File: src/rtl/dib_pkg.sv
package dib_pkg;
  typedef enum logic [2:0] {
    ST_IDLE,   // waiting for a Start
    ST_ADDR,   // shifting the address byte
    ST_AACK,   // driving ACK for the address
    ST_WBYTE,  // shifting a write byte
    ST_WACK,   // driving ACK for a write byte
    ST_RLOAD,  // taking the requested read byte
    ST_RBYTE,  // driving read bits
    ST_RACK    // listening to the master's ACK
  } link_state_t;
endpackage

File: src/rtl/dib_line_sync.sv
module dib_line_sync #(
  parameter int STAGES = 2
) (
  input  logic clk,
  input  logic rst_n,
  input  logic scl_i,
  input  logic sda_i,
  output logic scl_s,
  output logic sda_s,
  output logic scl_rise,
  output logic scl_fall,
  output logic start_det,
  output logic stop_det
);
  logic [1:0] raw;
  logic [1:0] synced;
  logic       scl_q, sda_q;

  assign raw = {scl_i, sda_i};

  generate
    for (genvar l = 0; l < 2; l++) begin : g_line
      logic [STAGES-1:0] ff;
      always_ff @(posedge clk or negedge rst_n) begin
        if (!rst_n) ff <= '1;
        else        ff <= {ff[STAGES-2:0], raw[l]};
      end
      assign synced[l] = ff[STAGES-1];
    end
  endgenerate

  assign scl_s = synced[1];
  assign sda_s = synced[0];

  always_ff @(posedge clk or negedge rst_n) begin
    if (!rst_n) begin
      scl_q <= 1'b1;
      sda_q <= 1'b1;
    end else begin
      scl_q <= scl_s;
      sda_q <= sda_s;
    end
  end

  assign scl_rise  =  scl_s & ~scl_q;
  assign scl_fall  = ~scl_s &  scl_q;
  assign start_det =  scl_s &  scl_q &  sda_q & ~sda_s;
  assign stop_det  =  scl_s &  scl_q & ~sda_q &  sda_s;
endmodule

File: src/rtl/dib_id_match.sv
module dib_id_match #(
  parameter int NUM_TGT = 2,
  parameter int ID_W    = 4,
  parameter logic [NUM_TGT*ID_W-1:0] IDS = {4'b1101, 4'b1010},
  localparam int IDX_W  = (NUM_TGT > 1) ? $clog2(NUM_TGT) : 1
) (
  input  logic [ID_W-1:0]  id_field,
  output logic             id_hit,
  output logic [IDX_W-1:0] id_idx
);
  logic [NUM_TGT-1:0] eq;

  generate
    for (genvar t = 0; t < NUM_TGT; t++) begin : g_cmp
      assign eq[t] = (id_field == IDS[t*ID_W +: ID_W]);
    end
  endgenerate

  always_comb begin
    id_hit = |eq;
    id_idx = '0;
    for (int t = NUM_TGT - 1; t >= 0; t--) begin
      if (eq[t]) id_idx = IDX_W'(t);
    end
  end
endmodule

File: src/rtl/dib_link_fsm.sv
module dib_link_fsm
  import dib_pkg::*;
#(
  parameter int DATA_W = 8,
  parameter int ID_W   = 4,
  parameter int SEL_W  = 3,
  parameter int IDX_W  = 1,
  localparam int CNT_W = $clog2(DATA_W + 1)
) (
  input  logic              clk,
  input  logic              rst_n,
  input  logic              scl_s,
  input  logic              sda_s,
  input  logic              scl_rise,
  input  logic              scl_fall,
  input  logic              start_det,
  input  logic              stop_det,
  input  logic              pwr_fail,
  input  logic              id_hit,
  input  logic [IDX_W-1:0]  id_idx,
  input  logic              wr_ready,
  input  logic [DATA_W-1:0] rd_data,
  output logic [ID_W-1:0]   id_field,
  output logic [IDX_W-1:0]  tgt_idx,
  output logic [SEL_W-1:0]  sel,
  output logic              wr_fire,
  output logic [DATA_W-1:0] wr_data,
  output logic              rd_fire,
  output logic              sda_pull
);
  localparam logic [CNT_W-1:0] LAST_BIT = CNT_W'(DATA_W);
  localparam logic [CNT_W-1:0] LAST_OUT = CNT_W'(DATA_W - 1);

  link_state_t       st;
  logic [CNT_W-1:0]  cnt;
  logic [DATA_W-1:0] sh;
  logic              rw, mack;
  logic              quiet;

  assign id_field = sh[DATA_W-1 -: ID_W];
  assign wr_data  = sh;
  assign quiet    = !pwr_fail && !start_det && !stop_det;

  assign wr_fire = quiet && (st == ST_WBYTE) && scl_fall && (cnt == LAST_BIT) && wr_ready;
  assign rd_fire = quiet && scl_fall &&
                   (((st == ST_AACK) && rw) || ((st == ST_RACK) && mack));

  always_comb begin
    case (st)
      ST_AACK, ST_WACK: sda_pull = 1'b1;
      ST_RBYTE:         sda_pull = ~sh[DATA_W-1];
      default:          sda_pull = 1'b0;
    endcase
  end

  always_ff @(posedge clk or negedge rst_n) begin
    if (!rst_n) begin
      st      <= ST_IDLE;
      cnt     <= '0;
      sh      <= '0;
      rw      <= 1'b0;
      mack    <= 1'b0;
      tgt_idx <= '0;
      sel     <= '0;
    end else if (pwr_fail) begin
      st <= ST_IDLE;
    end else if (start_det) begin
      st  <= ST_ADDR;
      cnt <= '0;
    end else if (stop_det) begin
      st <= ST_IDLE;
    end else begin
      case (st)
        ST_ADDR: begin
          if (scl_rise && cnt != LAST_BIT) begin
            sh  <= {sh[DATA_W-2:0], sda_s};
            cnt <= cnt + 1'b1;
          end else if (scl_fall && cnt == LAST_BIT) begin
            if (id_hit) begin
              st      <= ST_AACK;
              tgt_idx <= id_idx;
              sel     <= sh[SEL_W:1];
              rw      <= sh[0];
            end else begin
              st <= ST_IDLE;
            end
          end
        end
        ST_AACK: begin
          if (scl_fall) begin
            st  <= rw ? ST_RLOAD : ST_WBYTE;
            cnt <= '0;
          end
        end
        ST_WBYTE: begin
          if (scl_rise && cnt != LAST_BIT) begin
            sh  <= {sh[DATA_W-2:0], sda_s};
            cnt <= cnt + 1'b1;
          end else if (scl_fall && cnt == LAST_BIT) begin
            st <= wr_ready ? ST_WACK : ST_IDLE;
          end
        end
        ST_WACK: begin
          if (scl_fall) begin
            st  <= ST_WBYTE;
            cnt <= '0;
          end
        end
        ST_RLOAD: begin
          sh  <= rd_data;
          cnt <= '0;
          st  <= ST_RBYTE;
        end
        ST_RBYTE: begin
          if (scl_fall) begin
            if (cnt == LAST_OUT) begin
              st   <= ST_RACK;
              mack <= 1'b0;
            end else begin
              sh  <= {sh[DATA_W-2:0], 1'b0};
              cnt <= cnt + 1'b1;
            end
          end
        end
        ST_RACK: begin
          if (scl_rise) mack <= ~sda_s;
          else if (scl_fall) st <= mack ? ST_RLOAD : ST_IDLE;
        end
        default: st <= ST_IDLE;
      endcase
    end
  end

  // a Start outside power failure re-arms address reception
  assert_start_rearm_R3: assert property (@(posedge clk) disable iff (!rst_n)
    (start_det && !pwr_fail) |=> (st == ST_ADDR && !sda_pull));

  // a Stop leaves the link idle with SDA released
  assert_stop_idle_R4: assert property (@(posedge clk) disable iff (!rst_n)
    (stop_det && !pwr_fail && !start_det) |=> (st == ST_IDLE && !sda_pull));

  // a read request is always followed by the load of the byte
  assert_read_load_R7: assert property (@(posedge clk) disable iff (!rst_n)
    rd_fire |=> (st == ST_RLOAD));

  // the pull only changes while SCL is low, power failure aside
  assert_pull_scl_low_R9: assert property (@(posedge clk) disable iff (!rst_n)
    (!$stable(sda_pull) && !$past(pwr_fail)) |-> !scl_s);
endmodule

File: src/rtl/dual_id_bus_slave.sv
module dual_id_bus_slave #(
  parameter int          DATA_W  = 8,
  parameter int          ID_W    = 4,
  parameter int          SEL_W   = 3,
  parameter int          SYNC_FF = 2,
  parameter logic [ID_W-1:0] MEM_ID = 4'b1010,
  parameter logic [ID_W-1:0] RTC_ID = 4'b1101
) (
  input  logic              clk,
  input  logic              rst_n,
  input  logic              scl_i,
  input  logic              sda_i,
  output logic              sda_pull_o,
  input  logic              pwr_fail_i,
  output logic [SEL_W-1:0]  dev_sel_o,
  output logic [DATA_W-1:0] wr_data_o,
  output logic              mem_wr_valid_o,
  input  logic              mem_wr_ready_i,
  output logic              mem_rd_req_o,
  input  logic [DATA_W-1:0] mem_rd_data_i,
  output logic              rtc_wr_valid_o,
  input  logic              rtc_wr_ready_i,
  output logic              rtc_rd_req_o,
  input  logic [DATA_W-1:0] rtc_rd_data_i
);
  localparam int NUM_TGT = 2;
  localparam int IDX_W   = 1;

  logic scl_s, sda_s, scl_rise, scl_fall, start_det, stop_det;
  logic id_hit, wr_fire, rd_fire;
  logic [IDX_W-1:0]  id_idx, tgt_idx;
  logic [ID_W-1:0]   id_field;
  logic [NUM_TGT-1:0] t_ready, t_valid, t_req;
  logic [DATA_W-1:0] t_rdata [NUM_TGT];

  assign t_ready    = {rtc_wr_ready_i, mem_wr_ready_i};
  assign t_rdata[0] = mem_rd_data_i;
  assign t_rdata[1] = rtc_rd_data_i;

  dib_line_sync #(.STAGES(SYNC_FF)) u_sync (
    .clk(clk), .rst_n(rst_n), .scl_i(scl_i), .sda_i(sda_i),
    .scl_s(scl_s), .sda_s(sda_s), .scl_rise(scl_rise), .scl_fall(scl_fall),
    .start_det(start_det), .stop_det(stop_det)
  );

  dib_id_match #(.NUM_TGT(NUM_TGT), .ID_W(ID_W), .IDS({RTC_ID, MEM_ID})) u_match (
    .id_field(id_field), .id_hit(id_hit), .id_idx(id_idx)
  );

  dib_link_fsm #(.DATA_W(DATA_W), .ID_W(ID_W), .SEL_W(SEL_W), .IDX_W(IDX_W)) u_fsm (
    .clk(clk), .rst_n(rst_n), .scl_s(scl_s), .sda_s(sda_s),
    .scl_rise(scl_rise), .scl_fall(scl_fall),
    .start_det(start_det), .stop_det(stop_det), .pwr_fail(pwr_fail_i),
    .id_hit(id_hit), .id_idx(id_idx),
    .wr_ready(t_ready[tgt_idx]), .rd_data(t_rdata[tgt_idx]),
    .id_field(id_field), .tgt_idx(tgt_idx), .sel(dev_sel_o),
    .wr_fire(wr_fire), .wr_data(wr_data_o), .rd_fire(rd_fire),
    .sda_pull(sda_pull_o)
  );

  generate
    for (genvar t = 0; t < NUM_TGT; t++) begin : g_steer
      assign t_valid[t] = wr_fire && (tgt_idx == IDX_W'(t));
      assign t_req[t]   = rd_fire && (tgt_idx == IDX_W'(t));
    end
  endgenerate

  assign mem_wr_valid_o = t_valid[0];
  assign rtc_wr_valid_o = t_valid[1];
  assign mem_rd_req_o   = t_req[0];
  assign rtc_rd_req_o   = t_req[1];

  // at most one strobe on at most one back end per cycle
  assert_one_target_R2: assert property (@(posedge clk) disable iff (!rst_n)
    $onehot0({t_valid, t_req}));

  // a write is only offered to a port that is ready
  assert_mem_valid_ready_R6: assert property (@(posedge clk) disable iff (!rst_n)
    mem_wr_valid_o |-> mem_wr_ready_i);
  assert_rtc_valid_ready_R6: assert property (@(posedge clk) disable iff (!rst_n)
    rtc_wr_valid_o |-> rtc_wr_ready_i);

  // read requests are single-cycle strobes
  assert_req_single_R7: assert property (@(posedge clk) disable iff (!rst_n)
    (mem_rd_req_o || rtc_rd_req_o) |=> !(mem_rd_req_o || rtc_rd_req_o));

  // a power failure releases the bus on the next cycle
  assert_pwrfail_release_R8: assert property (@(posedge clk) disable iff (!rst_n)
    pwr_fail_i |=> (!sda_pull_o && !mem_wr_valid_o && !rtc_wr_valid_o));
endmodule

File: config.mk
export PLATFORM = sky130hd
export DESIGN_NAME = dual_id_bus_slave
export DESIGN_NICKNAME = d
export VERILOG_FILES = /design/src/rtl/dib_pkg.sv /design/src/rtl/dib_line_sync.sv /design/src/rtl/dib_id_match.sv /design/src/rtl/dib_link_fsm.sv /design/src/rtl/dual_id_bus_slave.sv
export SDC_FILE = /design/constraint.sdc
export NUM_CORES = 1
export LEC_CHECK = 0
export BUFFER_PORTS_ARGS = -buffer_cell sky130_fd_sc_hd__buf_2
export CAP_MARGIN = 20
export CORE_AREA = 2 2 69 54
export CTS_CLUSTER_SIZE = 28
export DETAILED_ROUTE_END_ITERATION = 10
export DIE_AREA = 0 0 71 56
export PLACE_DENSITY = 0.8
export SLEW_MARGIN = 20
export SYNTH_ARGS = -nofsm -noshare
export SYNTH_HDL_FRONTEND = slang
export SYNTH_HIERARCHICAL = 1
export SYNTH_SLANG_ARGS = --single-unit
File: constraint.sdc
create_clock -name clk -period 5.2 [get_ports clk]
set_input_delay 0.52 -clock clk [delete_from_list [all_inputs] [get_ports clk]]
set_output_delay 0.52 -clock clk [all_outputs]
set_load 0.01 [all_outputs]
* Word level (Yosys, flattened, before mapping)
Cells that the tools add are included.
Storage, ports and cells: word-level logic and storage cells 136, bits of input ports 23, output and inout port bits 16, flip-flop bits (word level) 27
Operators by class: add/subtract/negate cells 1, reduce and logical (&&, ||, !) cells 31, mux-type cells 41, bitwise gates (word level) 18, order comparisons 2, eq/ne operators 32
Operators by type and width (count):
- two-way mux 3 bit | 16
- two-way mux 8 bit | 6
- inequality test 5 x 2 -> 1 bit, second input constant | 6
- AND reduction 7 bit | 4
- two-way mux 4 bit | 6
- one-hot mux 8 bit (3 select lines) | 1
- one-hot mux 3 bit (7 select lines) | 1
- logical AND 1 bit | 16
- one-hot mux 4 bit (4 select lines) | 1
- inequality test 5 x 3 -> 1 bit, second input constant | 3
- equality test 3 bit, second input constant | 4
- equality test 4 bit, second input constant | 3
- inequality test 2 x 1 -> 1 bit, second input constant | 5
- inverter 1 bit | 10
- AND reduction 10 bit | 1
- inequality test 3 x 1 -> 1 bit, second input constant | 3
- AND 1 bit | 7
- two-way mux 1 bit | 7
- equality test 3 x 2 -> 1 bit, second input constant | 2
- OR reduction 2 bit | 3
- inequality test 5 bit, second input constant | 1
- nonzero test 5 bit | 1
- adder 4 x 1 -> 4 bit, second input constant | 1
- equality test 4 x 3 -> 1 bit, second input constant | 1
- other kinds (13) | 16

* Depth between registers and ports, before layout
Gate-level depths: netlist (run 1).
word-level depth 11, mapped depth 7, mapped depth without buffers 7

* Cells and area by module
Netlist (run 1), hierarchy kept.
By module, submodules not included:
- dib_link_fsm | seq. area each 525.5 µm², area each 1367.6 µm², cells an instance 137, times used 1
- dib_line_sync | seq. area each 157.7 µm², area each 190.2 µm², cells an instance 10, times used 1
- dual_id_bus_slave | seq. area each 0.0 µm², area each 167.7 µm², cells an instance 14, times used 1
- dib_id_match | seq. area each 0.0 µm², area each 22.5 µm², cells an instance 3, times used 1

* Least setup slack after synthesis (run 1)
No wires, ideal clock.
kind register to output, start register u_sync.g_line[0].ff[1], end output port mem_wr_valid_o, setup slack 2933 ps, arrival 1747 ps, required time 4680 ps, stages on the path, launching flop included 8, path buffers 1, cell sequence dfstp_2 and4b_1 or3_1 clkbuf_1 nor2_1 nand3_1 nor2_1 and2b_2
Between the ends: word-level cells in the longest chain between the ends 10, elaborated cells on any way between the ends 12, classes of those cells bitwise: 3; reduce/logical: 9
RTL lines:
- start: declaration | line dib_line_sync.sv:23 | logic [STAGES-1:0] ff;
- start signal: assignment | line dib_line_sync.sv:26 | else ff <= {ff[STAGES-2:0], raw[l]};
- inverter 1 bit | line dib_line_sync.sv:47 | assign start_det = scl_s & scl_q & sda_q & ~sda_s;
- AND 1 bit | line dib_line_sync.sv:47
- named net start_det | line dual_id_bus_slave.sv:29 | logic scl_s, sda_s, scl_rise, scl_fall, start_det, stop_det;
- logical NOT 1 bit | line dib_link_fsm.sv:42 | assign quiet = !pwr_fail && !start_det && !stop_det;
- logical AND 1 bit (2 in a row) | line dib_link_fsm.sv:42
- logical AND 1 bit (4 in a row) | line dib_link_fsm.sv:44 | assign wr_fire = quiet && (st == ST_WBYTE) && scl_fall && (cnt == LAST_BIT) && wr_ready;
- named net wr_fire | line dual_id_bus_slave.sv:30 | logic id_hit, wr_fire, rd_fire;
- logical AND 1 bit | line dual_id_bus_slave.sv:63 | assign t_valid[t] = wr_fire && (tgt_idx == IDX_W'(t));
- end: declaration | line dual_id_bus_slave.sv:17 | output logic mem_wr_valid_o,
The timed path passes the listed nets, and every way through them passes these cells.

* Worst setup path in the final report (run 1)
start register u_sync.g_line[0].ff[1], end output port rtc_wr_valid_o
Between the ends: word-level cells in the longest chain between the ends 10, elaborated cells on any way between the ends 12, classes of those cells bitwise: 3; reduce/logical: 9
RTL lines:
- inverter 1 bit | line dib_line_sync.sv:47
- AND 1 bit | line dib_line_sync.sv:47
- named net start_det | line dual_id_bus_slave.sv:29
- logical NOT 1 bit | line dib_link_fsm.sv:42
- logical AND 1 bit (2 in a row) | line dib_link_fsm.sv:42
- logical AND 1 bit (4 in a row) | line dib_link_fsm.sv:44
- named net wr_fire | line dual_id_bus_slave.sv:30
- logical AND 1 bit | line dual_id_bus_slave.sv:63
- end: declaration | line dual_id_bus_slave.sv:21 | output logic rtc_wr_valid_o,
The timed path passes the listed nets, and every way through them passes these cells.

==> impl_metrics.tcl, run 1 <==
set metrics [dict create \
    track_usage_pct 19.95 \
    fin_util_pct 60.38 \
    synth_warnings 6 \
    ys_seq_area_share_pct 39.08 \
    period_needed_ps 2780 \
    post-cts-setup-buffer-count 0 \
    cts_tree "yes" \
    wire_per_inst_um 15.76 \
    tightest_slew_ps 701.8 \
    crit_top_cell "nor2_1" \
    postRouteAntennaNets 0 \
    fp.dieH_um 56 \
    antenna_found_initial 0 \
    dr.pass1.iters 4 \
    cpPeakStageDelay_ps 580 \
    htree_levels 1 \
    ys_ff_latch 27 \
    diodes 0 \
    yosys.area.top_type "dfrtp_1" \
    slowest_stage "dfstp_2" \
    clkTransAtPathRegs_ps 100 \
    maxCapViolCount 0 \
    die_w_um 71 \
    finalSetupViolations 0 \
    worst_setup_path_start_kind "flop" \
    tns_ps 0 \
    clockRootBuffer "clkbuf_8" \
    clk_latency_ps 270 \
    cts_buffers 3 \
    path_cells "and4b_1 > or3_1 > nor2_1 > nand3_1 > nor2_1 > and2_2 > buf_2" \
    arrival_ps 2260 \
    start_util_pct 53.52 \
    worstHoldPathType "in -> async" \
    grt_max_degree 28 \
    synth_ff_type "dfrtp_1" \
    ir_drop_uv 189.1 \
    clk_path_buf_depth 2 \
    route.detailed.drc 0 \
    port_buffers 38 \
    ys_async_sr_fraction_pct 100.0 \
    clock-sinks 27 \
    synth_most_common_cell "mux2_2" \
    synthDistinctLibCells 46 \
    min_period_over_period_pct 53.47 \
    reg2reg_depth 5 \
    r2r-start "u_fsm/st[0]" \
    fillers 271 \
    drive_gt1_share_pct 46.15 \
    drt_iter0_markers 191 \
    synthTopCellsByArea "dfrtp_1 (30%), mux2_2 (15%), dfstp_2 (9.0%), mux2_4 (5.2%), o21ai_0 (2.6%)" \
    finalHoldViolations 0 \
    status "complete, no violations" \
    synth_top_area_share_pct 30.06 \
    relSlewSlack_pct 52.93 \
    path_delay_family "simple AND/OR/NAND/NOR gates" \
    endpoint_kind "primary output" \
    path_max_fanout 6 \
    rows 18 \
    power_leakage_nw 0.8879 \
    crit_type "reg -> out" \
    drv_slew 0 \
    gr-total-overflow 0 \
    synth_cells 164 \
    routed_wl_um 3704 \
    r2r_end "u_fsm/wr_data[6]" \
    synth_area_um2 1748 \
    cts_hold_buf 0 \
    worst_clock_skew_ps 3.281 \
    areaGrowthSynthToFinish_pct 12.81 \
    synth.cells.most_frequent "mux2_2 (24), dfrtp_1 (21), nand2_1 (9), o21ai_0 (9), inv_1 (8)" \
    dp_hpwl_um 2765 \
    grt_pass1_vias 1347 \
    grt_pass1_wl_um 6396 \
    via_per_inst 5.809 \
    r2r_slack_ps 2710 \
    nets 221 \
    crit_buf_inv 1 \
    syn-num-nets 189 \
    vias 1365 \
    coreArea_um2 3266 \
    cts-resized-gates 0 \
    fmax_mhz 359.7 \
    power.density_nw_per_um2 387.9 \
    syn_area_per_cell_um2 10.66 \
    synth-edff-count 0 \
    die_area_um2 3976 \
    crit_required_ps 4680 \
    finalWeightedCongestion 0.9592 \
    io_pins 39 \
    rsz0062_at_grt "false" \
]
-- stage by stage --
| step | cell area, um^2 | cells | setup slack [ps] | total power [mW] | hold WS, ps |
|---|---|---|---|---|---|
| 2_1_floorplan | 1748 | 164 | 2933 | 0.5621 | 224.4 |
| 3_3_place_gp | 1922 | 231 | 2747 | 0.6226 | 345.6 |
| 3_5_place_dp | 1922 | 231 | 2742 | 0.6360 | 349.7 |
| 4_1_cts | 1972 | 235 | 2424 | 0.7658 | 256.4 |
| 5_1_grt | 1972 | 235 | 2252 | 0.8221 | 271.2 |
| 6_report | 1972 | 235 | 2420 | 0.7649 | 237.8 |
-- flip-flops by register name, indices dropped and copies added (netlist names) --
signal            count
u_fsm/sel             3
u_sync/sda_q          1
u_fsm/st              3
u_sync/scl_q          1
u_fsm/mack            1
u_fsm/rw              1
u_sync/g_line.ff      4
u_fsm/wr_data         8
u_fsm/cnt             4
u_fsm/tgt_idx         1
-- worst max path at each step --
stage          cells after the start               end                   start
6_report                           7    rtc_wr_valid_o  u_sync/g_line[0].ff[1]
5_1_grt                            7    rtc_wr_valid_o  u_sync/g_line[0].ff[1]
4_1_cts                            5      rtc_rd_req_o  u_sync/g_line[0].ff[1]
3_5_place_dp                       5  u_fsm/wr_data[6]             u_fsm/st[0]
3_3_place_gp                       5      rtc_rd_req_o  u_sync/g_line[0].ff[1]
2_1_floorplan                      7    mem_wr_valid_o  u_sync/g_line[0].ff[1]
-- layout make-up --
type	instances	area, um^2	share of cell area (%)
clock buffers	3	41.29	2.094
clock inverters	1	8.758	0.4442
inverters	8	30.03	1.523
multi-input cells	118	968.4	49.11
flip-flops and latches	27	683.2	34.64
well taps	40	50.05	2.538
repair buffers	38	190.2	9.645
-- report_power, final --
group / internal [mW] / switching (mW) / leakage [nW] / total, mW
combinational: 0.144 / 0.146 / 0.522 / 0.291
sequential: 0.265 / 0.0823 / 0.340 / 0.347
clock: 0.0563 / 0.0705 / 0.0261 / 0.127
total: 0.466 / 0.299 / 0.888 / 0.765
-- placed cells by master (no fill, tap or decap), types with 2 or more instances in the layout --
cell type,count
buf_2,38
mux2_2,24
dfrtp_1,21
nand2_1,9
o21ai_0,9
inv_1,8
nor2_1,7
nand3_1,7
mux2_4,6
dfstp_2,6
a211oi_1,5
nand2b_1,4
nor2b_1,4
clkbuf_8,3
nor3_1,3
a21boi_0,3
and4b_1,3
and2b_2,2
and2_2,2
o21bai_1,2
a31oi_1,2
nand3b_1,2
or2_2,2
a32o_1,2
ha_1,2
-- kinds of logic after synthesis --
group           count (synthesis)  synth area share [%]
simple gates                   52                 18.25
compound gates                 33                 14.53
mux                            31                 21.19
flops                          27                 39.08
buf+inv                        19                 5.512
fa+ha+maj                       2                 1.431
-- per-layer routing --
layer / wire, um / track usage [%] / part of all wire [%] / up-vias
li1: - / - / - / 654
met1: 1722 / 28.13 / 46 / 661
met2: 1725 / 31.51 / 47 / 46
met3: 218 / 4.891 / 5.9 / 4
met4: 36 / 3.504 / 0.97 / 0
met5: 0 / 0 / 0 / -
(Power assumes the default switching activity.)
==> run 2: changes to the inputs <==
Settings changed: CORE_AREA 2 2 69 54 to 2 2 69 55, DIE_AREA 0 0 71 56 to 0 0 71 57, PLACE_DENSITY 0.8 to 0.78.
Clock period 5.2 ns to 2.6 ns, I/O delays scaled along.
==> run 2 against run 1 <==
Hold slack lost 170 ps. Cell count grew 3.4%. Global-route usage shrank 1.3 points. Utilization shrank 1.5 points. Flip-flop and latch count is the same. Largest cell class unchanged.
==> impl_metrics.tcl, run 2 (synthesis gave the netlist of run 1 again) <==
set metrics [dict create \
    fillers 288 \
    grt_pass1_wl_um 5968 \
    power.switching_mw 0.5958 \
    die_area_um2 4047 \
    vias 1405 \
    power_leakage_nw 0.9187 \
    maxCapViolCount 0 \
    cts_tree "yes" \
    power_frac_comb_pct 40.6 \
    route.detailed.drc 0 \
    grt_pass1_vias 1251 \
    diodes 0 \
    postRouteAntennaNets 0 \
    path_cells "and4b_1 > or3_4 > nor2_1 > nand3_1 > nor2_2 > and2_2 > buf_2" \
    dp_hpwl_um 2576 \
    crit_required_ps 2340 \
    die_w_um 71 \
    arrival_ps 2190 \
    most-common-layout-cells "buf_2 (38), mux2_2 (24), dfrtp_1 (21)" \
    drv_slew 0 \
    wire_per_inst_um 14.41 \
    final_cells 243 \
    period_needed_ps 2447 \
    tns_ps 0 \
    power.density_nw_per_um2 762.0 \
    largest_register_ffs 8 \
    multi_input_area_um2 975.9 \
    internal_power_mw 0.9506 \
    gr-total-overflow 0 \
    slowest_stage "dfstp_2" \
    fmax_mhz 408.7 \
    post-cts-setup-buffer-count 0 \
    dr.pass1.iters 4 \
    power_frac_seq_pct 42.6 \
    via_per_inst 5.782 \
    areaGrowthSynthToFinish_pct 16.11 \
    drive_gt1_share_pct 48.26 \
    register_area_um2 683.2 \
    ir_drop_uv 389.2 \
    clock-sinks 27 \
    routed_wl_um 3501 \
    htree_levels 1 \
    cpPeakStageDelay_ps 570 \
    cts_buffers 3 \
    placed_cells 238 \
    finalWeightedCongestion 0.8616 \
    coreArea_um2 3447 \
    clkTransAtPathRegs_ps 100 \
    path_max_fanout 6 \
    relSlewSlack_pct 52.23 \
    clockRootBuffer "clkbuf_8" \
    worst_clock_skew_ps 7.216 \
    worstHoldPathType "in -> reg" \
    antenna_found_initial 0 \
    p_clk_share_pct 16.8 \
    grt_util_met2_pct 27.37 \
    power_mw 1.546 \
    gr-usage-met1_pct 28.05 \
    drt_iter0_markers 119 \
    status "complete, no violations" \
    met3_usage_pct 4.417 \
    top_usage_layer "met1" \
    start_util_pct 50.71 \
    finalSetupViolations 0 \
    crit_type "reg -> out" \
    io_pins 39 \
    endpoint_kind "primary output" \
    grt_max_degree 28 \
    min_period_over_period_pct 94.10 \
    switching_share_pct 38.53 \
    port_buffers 38 \
    holdWs_ps 67.04 \
    worst_setup_path_start_kind "flop" \
    finalHoldViolations 0 \
    nets 227 \
    r2r_slack_ps 340 \
    final_common_cell "buf_2" \
    clk_path_buf_depth 2 \
    fp.dieH_um 57 \
    tightest_slew_ps 712.3 \
    track_usage_pct 18.68 \
    rows 19 \
    clk_latency_ps 280 \
]
[run 2: per-layer routing]
layer  vias to the layer above  part of all wire, %
li1                        669                    -
met1                       684                   48
met2                        45                   46
met3                         7                  5.2
met4                         0                  1.5
met5                         -                    0
[run 2: final cells by class]
cell class,instances,area share (%)
multi-input combinational,118,48.09
sequential,27,33.66
timing repair buffer,44,11.71
tap,42,2.589
clock buffer,3,2.035
inverter,8,1.480
clock inverter,1,0.4316
[run 2: what timing repair did]
action,in CTS,in global routing
endpoints found under the setup margin,0,3
hold buffers,1,0
resized for setup,0,2
hold endpoints to repair,21,0
[run 2: worst paths after layout]
path / startpoint / end / cells after the start
min in group asynchronous: rst_n / u_fsm/cnt[1] / 2
max in group asynchronous: rst_n / u_fsm/wr_data[0] / 2
hold reg to reg: u_sync/g_line[1].ff[0] / u_sync/g_line[1].ff[1] / 0
hold / removal: sda_i / u_sync/g_line[0].ff[0] / 1
setup reg to reg: u_sync/g_line[0].ff[1] / u_fsm/tgt_idx / 6
setup / recovery: u_sync/g_line[0].ff[1] / rtc_wr_valid_o / 7
[run 2: power groups by stage]
stage	combinational [mW]	sequential, mW	clock [mW]
after floorplan	0.493	0.631	0
after global placement	0.607	0.660	0
after detailed placement	0.617	0.664	0
after CTS	0.622	0.656	0.267
after global routing	0.693	0.690	0.289
final	0.628	0.659	0.260
[run 2: critical path, delay by kind of cell (launching register included)]
family / cells / cell delay, ps
buffers and inverters: 1 / 130
DFF: 1 / 570
and+or+nand+nor: 6 / 1210
[run 2: per-stage QoR]
stage / util, % / worst slack [ps] / cell area [um^2]
final: 58.87 / 153.3 / 2029
after global routing: 58.87 / -1.023 / 2029
after CTS: 58.66 / 55.92 / 2022
after detailed placement: 56.91 / 297.3 / 1962
after global placement: 56.91 / 305.5 / 1962
after floorplan: - / 444.3 / 1748
